==> src/rtl/pulse_timer_pkg.sv <==
package pulse_timer_pkg;
  typedef enum logic [1:0] {
    SEL_TOP     = 2'd0,
    SEL_THRESH  = 2'd1,
    SEL_CTRL    = 2'd2,
    SEL_NONE    = 2'd3
  } reg_sel_e;

  localparam int CTRL_RUN_BIT     = 0;
  localparam int CTRL_ONESHOT_BIT = 1;
  localparam int CTRL_FREEZE_BIT  = 2;

  function automatic logic next_run(input logic cur, input logic ctrl_wr,
                                    input logic wr_run, input logic shot_end);
    if (shot_end) return 1'b0;
    if (ctrl_wr) return cur ? (cur & wr_run) : wr_run;
    return cur;
  endfunction
endpackage

==> src/rtl/pulse_timer_regs.sv <==
module pulse_timer_regs
  import pulse_timer_pkg::*;
#(
  parameter int W = 8
) (
  input  logic         clk,
  input  logic         rst_n,
  input  logic         wr_en,
  input  logic [1:0]   wr_sel,
  input  logic [W-1:0] wr_data,
  input  logic         shot_end,
  output logic [W-1:0] top_val,
  output logic [W-1:0] thresh_val,
  output logic         run,
  output logic         oneshot,
  output logic         freeze_ok
);
  localparam logic [W-1:0] ALL_ONES = '1;

  reg_sel_e sel;
  logic     ctrl_wr;
  logic     top_wr;
  logic     thresh_wr;

  assign sel       = reg_sel_e'(wr_sel);
  assign ctrl_wr   = wr_en && (sel == SEL_CTRL);
  assign top_wr    = wr_en && (sel == SEL_TOP);
  assign thresh_wr = wr_en && (sel == SEL_THRESH);

  always_ff @(posedge clk or negedge rst_n) begin
    if (!rst_n) begin
      top_val    <= ALL_ONES;
      thresh_val <= ALL_ONES;
      run        <= 1'b0;
      oneshot    <= 1'b0;
      freeze_ok  <= 1'b0;
    end else begin
      if (top_wr)    top_val    <= wr_data;
      if (thresh_wr) thresh_val <= wr_data;
      if (ctrl_wr) begin
        oneshot   <= wr_data[CTRL_ONESHOT_BIT];
        freeze_ok <= wr_data[CTRL_FREEZE_BIT];
      end
      run <= next_run(run, ctrl_wr, wr_data[CTRL_RUN_BIT], shot_end);
    end
  end

  // a one-shot wrap always leaves the run flag cleared
  a_r4_shot_end_stops: assert property (@(posedge clk) disable iff (!rst_n)
    shot_end |=> !run);

  // rewriting run=1 while running keeps the counter running
  a_r8_rewrite_keeps_run: assert property (@(posedge clk) disable iff (!rst_n)
    (run && ctrl_wr && wr_data[CTRL_RUN_BIT] && !shot_end) |=> run);

  // the unused select changes no register
  a_r9_none_sel_inert: assert property (@(posedge clk) disable iff (!rst_n)
    (wr_en && sel == SEL_NONE && !shot_end) |=>
      ($stable(top_val) && $stable(thresh_val) && $stable(run)));
endmodule

==> src/rtl/pulse_timer_counter.sv <==
module pulse_timer_counter #(
  parameter int W = 8
) (
  input  logic         clk,
  input  logic         rst_n,
  input  logic         run,
  input  logic         freeze_ok,
  input  logic         dbg_halt,
  input  logic [W-1:0] top_val,
  output logic [W-1:0] cnt,
  output logic         wrap,
  output logic         update
);
  logic halted;
  logic advance;
  logic at_top;

  function automatic logic [W-1:0] step_count(input logic [W-1:0] c,
                                               input logic [W-1:0] t);
    return (c == t) ? '0 : c + 1'b1;
  endfunction

  assign halted  = dbg_halt & freeze_ok;
  assign advance = run & ~halted;
  assign at_top  = (cnt == top_val);
  assign wrap    = advance & at_top;

  always_ff @(posedge clk or negedge rst_n) begin
    if (!rst_n) begin
      cnt    <= '0;
      update <= 1'b0;
    end else begin
      if (advance) cnt <= step_count(cnt, top_val);
      update <= wrap;
    end
  end

  // single-step increment below the top value
  a_r2_increment: assert property (@(posedge clk) disable iff (!rst_n)
    (advance && !at_top) |=> (cnt == $past(cnt) + 1'b1));

  // wrap goes to zero and strobes update
  a_r3_wrap_zero: assert property (@(posedge clk) disable iff (!rst_n)
    wrap |=> (cnt == '0 && update));

  a_r3_update_at_zero: assert property (@(posedge clk) disable iff (!rst_n)
    update |-> (cnt == '0));

  // frozen counter holds
  a_r7_halt_freeze: assert property (@(posedge clk) disable iff (!rst_n)
    (dbg_halt && freeze_ok) |=> ($stable(cnt) && !update));

  // stopped counter holds
  a_r8_stop_holds: assert property (@(posedge clk) disable iff (!rst_n)
    !run |=> $stable(cnt));
endmodule

==> src/rtl/pulse_timer_compare.sv <==
module pulse_timer_compare #(
  parameter int W = 8
) (
  input  logic         clk,
  input  logic         rst_n,
  input  logic [W-1:0] cnt,
  input  logic [W-1:0] thresh_val,
  output logic         level
);
  function automatic logic ref_level(input logic [W-1:0] c,
                                     input logic [W-1:0] th);
    return c >= th;
  endfunction

  assign level = ref_level(cnt, thresh_val);

  // with a fixed threshold the output can only rise where the count meets it
  a_r6_rise_at_thresh: assert property (@(posedge clk) disable iff (!rst_n)
    ($rose(level) && $stable(thresh_val)) |-> (cnt == thresh_val));

  // with a fixed threshold the output can only fall on a return to zero
  a_r6_fall_at_zero: assert property (@(posedge clk) disable iff (!rst_n)
    ($fell(level) && $stable(thresh_val)) |-> (cnt == '0));
endmodule

==> src/rtl/pulse_timer.sv <==
module pulse_timer
  import pulse_timer_pkg::*;
#(
  parameter int W = 8
) (
  input  logic         clk,
  input  logic         rst_n,
  input  logic         wr_en,
  input  logic [1:0]   wr_sel,
  input  logic [W-1:0] wr_data,
  input  logic         dbg_halt,
  output logic [W-1:0] count,
  output logic         running,
  output logic         cmp_out,
  output logic         update
);
  logic [W-1:0] top_val;
  logic [W-1:0] thresh_val;
  logic         run;
  logic         oneshot;
  logic         freeze_ok;
  logic         wrap;
  logic         shot_end;
  logic [W-1:0] cnt;

  assign shot_end = wrap & oneshot;

  pulse_timer_regs #(.W(W)) u_regs (
    .clk        (clk),
    .rst_n      (rst_n),
    .wr_en      (wr_en),
    .wr_sel     (wr_sel),
    .wr_data    (wr_data),
    .shot_end   (shot_end),
    .top_val    (top_val),
    .thresh_val (thresh_val),
    .run        (run),
    .oneshot    (oneshot),
    .freeze_ok  (freeze_ok)
  );

  pulse_timer_counter #(.W(W)) u_counter (
    .clk       (clk),
    .rst_n     (rst_n),
    .run       (run),
    .freeze_ok (freeze_ok),
    .dbg_halt  (dbg_halt),
    .top_val   (top_val),
    .cnt       (cnt),
    .wrap      (wrap),
    .update    (update)
  );

  pulse_timer_compare #(.W(W)) u_compare (
    .clk        (clk),
    .rst_n      (rst_n),
    .cnt        (cnt),
    .thresh_val (thresh_val),
    .level      (cmp_out)
  );

  assign count   = cnt;
  assign running = run;

  // in continuous mode a wrap leaves the counter running
  a_r5_keeps_running: assert property (@(posedge clk) disable iff (!rst_n)
    (wrap && !oneshot && !(wr_en && wr_sel == SEL_CTRL)) |=> running);
endmodule

==> config.mk <==
export PLATFORM = sky130hd
export DESIGN_NAME = pulse_timer
export DESIGN_NICKNAME = d
export VERILOG_FILES = /design/src/rtl/pulse_timer_pkg.sv /design/src/rtl/pulse_timer_regs.sv /design/src/rtl/pulse_timer_counter.sv /design/src/rtl/pulse_timer_compare.sv /design/src/rtl/pulse_timer.sv
export SDC_FILE = /design/constraint.sdc
export NUM_CORES = 1
export LEC_CHECK = 0
export CAP_MARGIN = 15
export CORE_ASPECT_RATIO = 2
export CORE_UTILIZATION = 52
export DETAILED_ROUTE_END_ITERATION = 10
export PLACE_DENSITY = 0.78
export SLEW_MARGIN = 20
export SYNTH_ARGS = -nofsm -noshare
export SYNTH_HDL_FRONTEND = slang
export SYNTH_HIERARCHICAL = 1
export SYNTH_SLANG_ARGS = --single-unit
==> constraint.sdc <==
create_clock -name clk -period 2 [get_ports clk]
set_input_delay 0.2 -clock clk [delete_from_list [all_inputs] [get_ports clk]]
set_output_delay 0.2 -clock clk [all_outputs]
set_load 0.01 [all_outputs]
Word level (Yosys, flattened, before mapping)
Index checks and enable logic that the tools add are counted.
{"block": "word_totals", "register_bits": 28, "in_bits": 14, "out_inout_bits": 11, "elab_cells": 32}
{"block": "op_classes", "order_cmp": 1, "reduce_logical": 5, "n_eq_ne": 3, "addsub": 1, "bitwise": 6, "mux": 9}
{"cell": "adder 8 x 1 -> 8 bit (second input constant)", "n": 1}
{"cell": "equality test 8 bit", "n": 1}
{"cell": "greater-or-equal comparator 8 bit", "n": 1}
{"cell": "two-way mux 1 bit", "n": 8}
{"cell": "two-way mux 8 bit", "n": 1}
{"cell": "bitwise AND 1 bit", "n": 5}
{"cell": "logical AND 1 bit", "n": 3}
{"cell": "equality test 2 x 1 -> 1 bit (second input constant)", "n": 1}
{"cell": "equality test 2 bit (second input constant)", "n": 1}
{"cell": "zero test 2 bit", "n": 1}
{"cell": "nonzero test 2 bit", "n": 1}
{"cell": "inverter 1 bit", "n": 1}

Longest topological paths before layout
Gate-level depths: netlist of the first run.
{"block": "logic_depth", "depth_word": 9, "ltp_mapped": 6, "mapped_depth_nobuf": 6}

Modules after synthesis
The synthesis of the first run kept the hierarchy.
{"module": "pulse_timer_regs", "cells_per_inst": 43, "seq_area_each_um2": 495.5, "n_inst": 1, "area_per_inst_um2": 758.2}
{"module": "pulse_timer_counter", "cells_per_inst": 56, "seq_area_each_um2": 225.2, "n_inst": 1, "area_per_inst_um2": 553.0}
{"module": "pulse_timer_compare", "cells_per_inst": 25, "seq_area_each_um2": 0.0, "n_inst": 1, "area_per_inst_um2": 197.7}
{"module": "pulse_timer", "cells_per_inst": 1, "seq_area_each_um2": 0.0, "n_inst": 1, "area_per_inst_um2": 6.3}

Least setup slack after synthesis of the first run
Ideal clock, no wire load.
{"block": "synth_timing", "path_kind": "register -> output", "start": "register u_regs.thresh_val[6]", "end": "output cmp_out", "setup_slack_ns": 0.429, "path_stages_with_launch": 6, "required_ns": 1.800, "t_arrival_ns": 1.371, "n_path_buf": 0, "path_cell_list": "dfstp_2 inv_1 ha_1 a21o_1 a221oi_2 o21ai_1"}
{"block": "synth_between", "elab_chain_len": 1}
{"element": "start: declaration", "line_no": "pulse_timer_regs.sv:13", "source": "output logic [W-1:0] thresh_val,"}
{"element": "start signal: assignment", "line_no": "pulse_timer_regs.sv:39", "source": "if (thresh_wr) thresh_val <= wr_data;"}
{"element": "greater-or-equal comparator 8 bit", "line_no": "pulse_timer_compare.sv:12", "source": "return c >= th;"}
{"element": "end: declaration", "line_no": "pulse_timer.sv:14", "source": "output logic cmp_out,"}
Every way passes these cells.

Worst setup path in the final report of the first run
Ends and elaborated chain as after synthesis.

==> results of run 1 <==
worst paths after layout:
kind	endpoint	slack [ns]	depth (start not counted)
setup / recovery	cmp_out	0.002	6
hold reg to reg	u_regs/oneshot	0.50	1
min in group clk	u_regs/oneshot	0.50	1
setup reg to reg	u_regs/run	0.18	7
max in group asynchronous	u_regs/thresh_val[2]	1.40	2
hold / removal	u_counter/cnt[5]	0.29	2
registers in the layout, summed over array words and instances, names as in the netlist:
register / count
u_regs/oneshot: 1
u_counter/update: 1
u_regs/run: 1
u_regs/freeze_ok: 1
u_regs/thresh_val: 8
u_counter/cnt: 8
u_regs/top_val: 8
repair_timing:
action,CTS,global route
cloned,0,0
hold buffers,0,0
gates resized for setup,5,4
pin swaps,2,3
endpoints found under the setup margin,1,1
synthesized netlist by cell type (2+ instances only):
library cell and n:
inv_1 8, xnor2_1 11, mux2_2 18, a21o_1 3, nand3_1 4, nor3_1 2, dfrtp_1 12, mux2i_1 2
dfstp_2 16, nand2b_1 4, nand4_1 2, ha_1 9, a21oi_1 4, nand2_1 7, nor2_1 3, o21ai_0 3
final cells by class:
| cell class | count | area (um^2) | area share (%) |
|---|---|---|---|
| flip-flops and latches | 28 | 721 | 36.6 |
| repair buffers | 35 | 318 | 16.2 |
| multi-input cells | 88 | 807 | 41.0 |
| well taps | 29 | 36.3 | 1.84 |
| clock buffers | 4 | 55.1 | 2.80 |
| inverters | 8 | 30.0 | 1.53 |
power breakdown:
| part | internal [mW] | switching, mW | total [mW] |
|---|---|---|---|
| Sequential | 0.724 | 0.0780 | 0.802 |
| Clock | 0.176 | 0.167 | 0.343 |
| Combinational | 0.392 | 0.328 | 0.720 |
| Total | 1.29 | 0.573 | 1.86 |
worst reg2reg max path, delay by kind of cell, from the launching register on:
family                    cells  cell delay [ns]
muxes                         1             0.07
xor gates and xnor gates      1             0.21
buffers and inverters         1             0.17
DFF                           1             0.42
and+or+nand+nor               4             0.83
cells by family after synthesis:
logic type               Yosys count  synth area share [%]
adder cells (fa/ha/maj)            9                  7.43
XOR/XNOR                          12                  6.94
flip-flops                        28                  47.6
AND/OR/NAND/NOR                   30                  12.6
multiplexers                      20                  14.7
buffers and inverters              9                  2.73
AO/OA/AOI/OAI                     17                  8.01
per-stage QoR:
| step | util [%] | worst slack [ns] | hold slack (ns) | std cells |
|---|---|---|---|---|
| after global placement | 67.3 | -0.0328 | 0.485 | 188 |
| final | 71.0 | 0.00245 | 0.293 | 192 |
| after global routing | 71.0 | -0.0293 | 0.326 | 192 |
| after detailed placement | 67.3 | -0.0681 | 0.485 | 188 |
| after floorplan | - | 0.429 | -0.0956 | 125 |
| after CTS | 69.2 | 0.00506 | 0.303 | 192 |
routing by layer:
metal  GRT usage (%)  routed length (um)  vias up
met5               0                   0        -
met4            8.33                  96        0
met3            2.54                  71       10
met2            41.8                1780       23
met1            25.5                1250      521
li1                -                   -      518
==> qor.csv, run 1 <==
metric,value,unit
syn_to_final_growth,29.8,%
synthTopCellsByArea,"dfstp_2, dfrtp_1, mux2_2",
ys_seq_area_share,47.6,%
mostFrequentLayoutCells,"clkdlybuf4s50_1, mux2_2, dfstp_2, dfrtp_1",
crit_chain,inv_1 -> ha_4 -> a21o_1 -> a221oi_2 -> o21ai_1 -> buf_2,
relSlewSlack,61.2,%
drive_gt1_share,37.4,%
cpLargestDelayFamily,compound AO/OA/AOI/OAI gates,
htree_levels,1,
p_leak,0.859,nW
cts_buffers,3,
synth_edf_count,0,
fin_crit,2.00,ns
worstPathRequired,1.80,ns
slowest_delay,0.53,ns
final_area,1970,um^2
track_usage,23.2,%
grt_max_degree,29,
antenna_found_initial,0,
dr.pass1.iters,2,
cp-start-kind,flop,
grt_pass1_wl,5090,um
synth_top_cell_by_area,dfstp_2,
worst_skew_pair.late_latency,0.27,ns
drtIter0Drc,13,
post_cts.repair.setup_buffers,0,
grt_overflow_total,0,
slew_viol_final,0,
row_count,27,
max_cap_violations,0,
finalSetupViolations,0,
fmax,0.501,GHz
syn_inst,125,
ys_ff_latch,28,
clockBufferDepth,2,
nFillCells,216,
synth_top_area_share,27.7,%
period_share,99.9,%
arrival,1.80,ns
die_y,78.3,um
crit_fanout,2,
ys_warn_count,6,
place.gp.congestion,0.821,
syn_nets,148,
drc_errors,0,
grt_pass1_vias,1153,
ys_async_sr_fraction,100,%
worst_pin_slew,0.579,ns
power_per_cell_area,948,nW/um^2
synth_area,1520,um^2
ios,25,
synthDistinctLibCells,33,
nets,187,
dp_hpwl,2500,um
critical_path.startpoint,u_regs/thresh_val[6],
wl_per_cell,16.7,um
crit_type,reg -> out,
coreArea,2770,um^2
end_kind,output port,
num_vias,1072,
cts_tree,built,
setup_tns,0,ns
drt_wl_total,3200,um
die_w,40.2,um
slowest_stage,dfstp_2,
synth_flop_cell,dfstp_2,
clkTransAtPathRegs,0.09,ns
port_buffers,24,
power,1.86,mW
cts.sinks,28,
syn_area_per_cell,12.1,um^2
vdd_drop_max,0.569,mV
hold_violations,0,
n_antenna_cell,0,
vias_per_cell,5.58,
fp.dieArea,3150,um^2
place_area,1860,um^2
path_buf_inv,2,
drtAntennaViolNets,0,
hp-class,in -> async,
layout_commonest_cell,clkdlybuf4s50_1,
status,"finished, final reports clean",
start_util,54.7,%
rr_startpoint,u_counter/cnt[6],
fin_worst_skew,0.00317,ns
clock-root-buffer,clkbuf_8,
No activity file was read; power rests on OpenSTA's default activity.
==> run 2, diff against run 1 <==
- SETUP_SLACK_MARGIN: default -> 0.2
- TNS_END_PERCENT: default -> 10
==> qor.csv, run 2 (same netlist as run 1, synthesis figures left out) <==
metric,value,unit,change
coreArea,2770,um^2,unchanged
r2r_slack,0.29,ns,+0.11 ns
drtAntennaViolNets,0,,unchanged
ios,25,,unchanged
top_regs,"u_counter/cnt (8), u_regs/thresh_val (8), u_regs/top_val (8)",,
drc_errors,0,,unchanged
hp-class,in -> async,,
grt_pass1_wl,5160,um,+1.5%
hold_violations,0,,unchanged
n_antenna_cell,0,,unchanged
nFillCells,216,,unchanged
place.gp.congestion,0.821,,unchanged
p_int,1.29,mW,-0.40%
mostFrequentLayoutCells,"clkdlybuf4s50_1, mux2_2, dfstp_2, dfrtp_1",,
place_inst,188,,unchanged
p_leak,0.856,nW,-0.34%
dr.pass1.iters,4,,+2
clock-root-buffer,clkbuf_8,,
port_buffers,24,,unchanged
htree_levels,1,,unchanged
power_per_cell_area,944,nW/um^2,-0.46%
end_kind,output port,,
wl_per_cell,16.4,um,-1.3%
worst_skew_pair.late_latency,0.27,ns,about the same
drive_gt1_share,39.3,%,+1.8 points
drt_wl_total,3160,um,-1.3%
power_frac_clock,18.5,%,about the same
clockBufferDepth,2,,unchanged
drtIter0Drc,15,,+2
slowest_delay,0.54,ns,about the same
die_y,78.3,um,unchanged
setup_tns,0,ns,unchanged
place_area,1860,um^2,unchanged
vias_per_cell,5.63,,+0.75%
dp_hpwl,2500,um,unchanged
cp-start-kind,flop,,
cts.sinks,28,,unchanged
status,"finished, final reports clean",,
relSlewSlack,61.2,%,about the same
slew_viol_final,0,,unchanged
track_usage,23.7,%,+0.49 points
die_w,40.2,um,unchanged
fin_crit,1.95,ns,-0.0473 ns
crit_type,reg -> out,,
worstPathRequired,1.80,ns,about the same
setup_ws,0.0497,ns,+0.0473 ns
utilization,71.0,%,unchanged
num_vias,1080,,+0.75%
finalSetupViolations,0,,unchanged
grt_max_degree,29,,unchanged
syn_to_final_growth,29.8,%,unchanged
grt_pass1_vias,1134,,-1.6%
period_share,97.5,%,-2.4 points
fp.dieArea,3150,um^2,unchanged
slowest_stage,dfstp_2,,
max_cap_violations,0,,unchanged
cts_buffers,3,,unchanged
fin_worst_skew,0.00122,ns,-0.00195 ns
path_buf_inv,2,,unchanged
p_seq_share,43.2,%,+0.2 points
nets,187,,unchanged
layout_commonest_cell,clkdlybuf4s50_1,,
crit_chain,inv_2 -> ha_4 -> and3_4 -> a221oi_2 -> o21ai_1 -> buf_2,,
preCtsSetupSlack,-0.0681,ns,unchanged
crit_fanout,2,,unchanged
cpLargestDelayFamily,flip-flops,,
clkTransAtPathRegs,0.09,ns,about the same
worst_pin_slew,0.580,ns,+0.000672 ns
final_area,1970,um^2,unchanged
fmax,0.513,GHz,+2.4%
p_sw,569,uW,-0.60%
grt_overflow_total,0,,unchanged
antenna_found_initial,0,,unchanged
start_util,54.7,%,unchanged
cts_tree,built,,
comb_power_share,38.3,%,-0.3 points
row_count,27,,unchanged
vdd_drop_max,0.565,mV,-0.83%
switching_share,30.7,%,-0.043 points
layoutNonFillerInstCount,192,,unchanged
rsz0062_at_grt,yes,,
arrival,1.75,ns,-0.05 ns
## run 2: cell counts in the layout (fill, tap and decap cells not counted)
Identical to the previous run, type by type.
## run 2: power by group through the flow
stage / registers [mW] / clock network [mW] / logic [mW]
CTS: 0.803 / 0.357 / 0.710
floorplan: 0.848 / 0 / 0.345
finish: 0.802 / 0.344 / 0.710
detailed placement: 0.810 / 0 / 0.694
global placement: 0.801 / 0 / 0.667
global route: 0.820 / 0.374 / 0.781
## run 2: cell type report
cell class / count / area [um^2] / share of cell area [%]
clock buffer: 4 / 55.1 / 2.80
timing repair buffer: 35 / 318 / 16.2
multi-input combinational: 88 / 807 / 41.0
inverter: 8 / 30.0 / 1.53
tap: 29 / 36.3 / 1.84
sequential: 28 / 721 / 36.6
## run 2: repair_timing
| item | CTS | global route |
|---|---|---|
| buffers inserted | 0 | 0 |
| resized for setup | 11 | 1 |
| endpoints found under the setup margin | 1 | 2 |
| hold buffers | 0 | 0 |
| pin swaps | 10 | 2 |
## run 2: per-stage QoR
stage          power (mW)  hold WS (ns)
2_1_floorplan        1.19       -0.0956
3_3_place_gp         1.47         0.485
3_5_place_dp         1.50         0.485
4_1_cts              1.87         0.303
5_1_grt              1.98         0.328
6_report             1.86         0.293
## run 2: routing by layer
metal | vias up | part of all wire (%) | track usage (%) | wire (um)
li1 | 517 | - | - | -
met1 | 526 | 39 | 27.0 | 1230
met2 | 29 | 56 | 41.5 | 1770
met3 | 8 | 2.7 | 2.82 | 84
met4 | 0 | 2.4 | 9.00 | 77
met5 | - | 0 | 0 | 0
## run 2: path summary, 6_finish.rpt
path,start,to,depth (start not counted)
setup / recovery,u_regs/thresh_val[6],cmp_out,6
hold / removal,rst_n,u_counter/cnt[5],2
setup reg to reg,u_counter/cnt[5],u_counter/cnt[4],5
hold reg to reg,u_regs/oneshot,u_regs/oneshot,1
max in group asynchronous,rst_n,u_regs/thresh_val[0],2
min in group clk,u_regs/oneshot,u_regs/oneshot,1
## run 2: worst register-to-register path, stage by stage (launching register included)
cell	delay, ns
dfrtp_1	0.43
buf_4	0.18
xnor2_1	0.17
nand4_1	0.13
nor2_1	0.47
a21oi_1	0.20
==> run 3, diff against run 2 <==
--- a/constraint.sdc
+++ b/constraint.sdc
@@ -3,2 +3,2 @@
 set_output_delay 0.2 -clock clk [all_outputs]
-set_load 0.01 [all_outputs]
+set_load 0.05 [all_outputs]
==> qor.csv, run 3 (same netlist as run 1, synthesis figures left out) <==
metric,value,unit,change
grt_pass1_vias,1165,,+2.7%
port_buffers,24,,unchanged
cts_buffers,3,,unchanged
multi_input_area,872,um^2,+8.1%
coreArea,2770,um^2,unchanged
drive_gt1_share,42.6,%,+3.3 points
dp_hpwl,2410,um,-3.9%
htree_levels,1,,unchanged
hold_violations,0,,unchanged
reg2reg_depth,6,,+1
drt_wl_total,3270,um,+3.7%
rr_startpoint,u_counter/cnt[4],,
top_regs,"u_counter/cnt (8), u_regs/thresh_val (8), u_regs/top_val (8)",,
clkTransAtPathRegs,0.09,ns,about the same
r2r_slack,0.37,ns,+0.08 ns
nets,179,,-4.3%
num_vias,1058,,-2.0%
cts_hold_buf,0,,unchanged
critical_path.startpoint,u_regs/thresh_val[6],,
nFillCells,202,,-6.5%
drtAntennaViolNets,0,,unchanged
grt_pass1_wl,5220,um,+1.2%
crit_fanout,2,,unchanged
mostFrequentLayoutCells,"mux2_2, clkdlybuf4s50_1, dfstp_2, xnor2_1, nand2_1",,
ios,25,,unchanged
arrival,1.80,ns,+0.05 ns
fin_worst_skew,0.00834,ns,+0.00712 ns
clock-root-buffer,clkbuf_8,,
power,2.00,mW,+7.5%
r2r_end,u_regs/run,,
period_share,100,%,+2.6 points
setup_ws,-0.00135,ns,-0.0511 ns
crit_type,reg -> out,,
max_cap_violations,0,,unchanged
utilization,72.0,%,+0.99 points
track_usage,24.1,%,+0.46 points
p_leak,0.880,nW,+2.7%
worst_pin_slew,0.505,ns,-0.0749 ns
violations,setup timing,,
n_antenna_cell,0,,unchanged
wl_per_cell,17.8,um,+8.2%
antenna_found_initial,0,,unchanged
cts_tree,built,,
die_y,78.3,um,unchanged
end_kind,output port,,
syn_to_final_growth,31.6,%,
status,finished with violations,,
layout_commonest_cell,mux2_2,,
dr.pass1.iters,4,,unchanged
worst_skew_pair.late_latency,0.27,ns,about the same
crit_end,cmp_out,,
regArea,728,um^2,+1.0%
layoutNonFillerInstCount,184,,-4.2%
rsz0062_at_grt,yes,,
vdd_drop_max,0.603,mV,+6.8%
drc_errors,0,,unchanged
finalSetupViolations,1,,+1
fmax,0.500,GHz,-2.6%
power_per_cell_area,1000,nW/um^2,+6.1%
clockBufferDepth,2,,unchanged
place.gp.congestion,0.776,,-5.6%
relSlewSlack,66.3,%,+5.1 points
grt_overflow_total,0,,unchanged
row_count,27,,unchanged
fin_crit,2.00,ns,+0.0511 ns
worstPathRequired,1.80,ns,about the same
grt_max_degree,29,,unchanged
hp-class,in -> async,,
vias_per_cell,5.75,,+2.2%
cp-start-kind,flop,,
place_inst,179,,-4.8%
die_w,40.2,um,unchanged
slew_viol_final,0,,unchanged
cts.sinks,28,,unchanged
drtIter0Drc,13,,-2
fp.dieArea,3150,um^2,unchanged
start_util,54.7,%,unchanged
==> run 3: cell types whose count changed in the layout (fill, tap and decap cells not counted), sizes merged <==
cell,change
dlygate4sd2,+4
clkinv,+1
buf,-8
dlymetal6s2s,+3
clkdlybuf4s50,-7
clkbuf,-1
==> run 3: critical path, cell delays in order (launching register included) <==
cell      delay, ns
dfstp_2        0.55
inv_2          0.05
ha_4           0.21
and3_4         0.20
a221oi_4       0.28
o21ai_4        0.09
buf_8          0.16
==> run 3: routing by layer <==
metal | track usage [%] | part of all wire (%) | wire [um] | vias up
li1 | - | - | - | 500
met1 | 25.6 | 35 | 1130 | 524
met2 | 44.0 | 60 | 1950 | 26
met3 | 1.69 | 2.5 | 82 | 8
met4 | 10.3 | 3.3 | 109 | 0
met5 | 0 | 0 | 0 | -
==> run 3: worst min-delay path by stage <==
| stage | endpoint | from |
|---|---|---|
| 6_report | u_counter/cnt[0] | rst_n |
| 5_1_grt | u_counter/cnt[3] | rst_n |
| 4_1_cts | u_counter/cnt[1] | rst_n |
| 3_5_place_dp | u_regs/oneshot | u_regs/oneshot |
| 3_3_place_gp | u_regs/oneshot | u_regs/oneshot |
| 2_1_floorplan | u_counter/cnt[0] | rst_n |
==> run 3: layout make-up <==
cell class | count | share of cell area (%)
clock buffer | 3 | 2.07
multi-input combinational | 88 | 43.7
clock inverter | 1 | 0.188
tap | 29 | 1.82
sequential | 28 | 36.5
timing repair buffer | 27 | 14.2
inverter | 8 | 1.51
==> run 3: per-stage QoR <==
step                 TNS, ns  cell area, um^2  setup WS, ns  hold slack (ns)
finish              -0.00135             1990      -0.00135            0.299
global placement           0             1810         0.184            0.486
floorplan                  0             1530         0.266          -0.0956
CTS                 -0.00390             1950      -0.00390            0.306
global route         -0.0598             1990       -0.0598            0.333
detailed placement         0             1810         0.121            0.491
==> run 3: where the power goes <==
| part | switching, mW | leakage [nW] | internal, mW |
|---|---|---|---|
| combinational | 0.456 | 0.541 | 0.376 |
| sequential | 0.141 | 0.316 | 0.728 |
| clock | 0.158 | 0.0231 | 0.137 |
| total | 0.755 | 0.880 | 1.24 |
==> run 3: repair_timing <==
item	in CTS	in global routing
endpoints found under the hold margin	0	0
setup endpoints to repair	4	13
buffers inserted	0	1
pin swaps	6	4
resized for setup	16	7
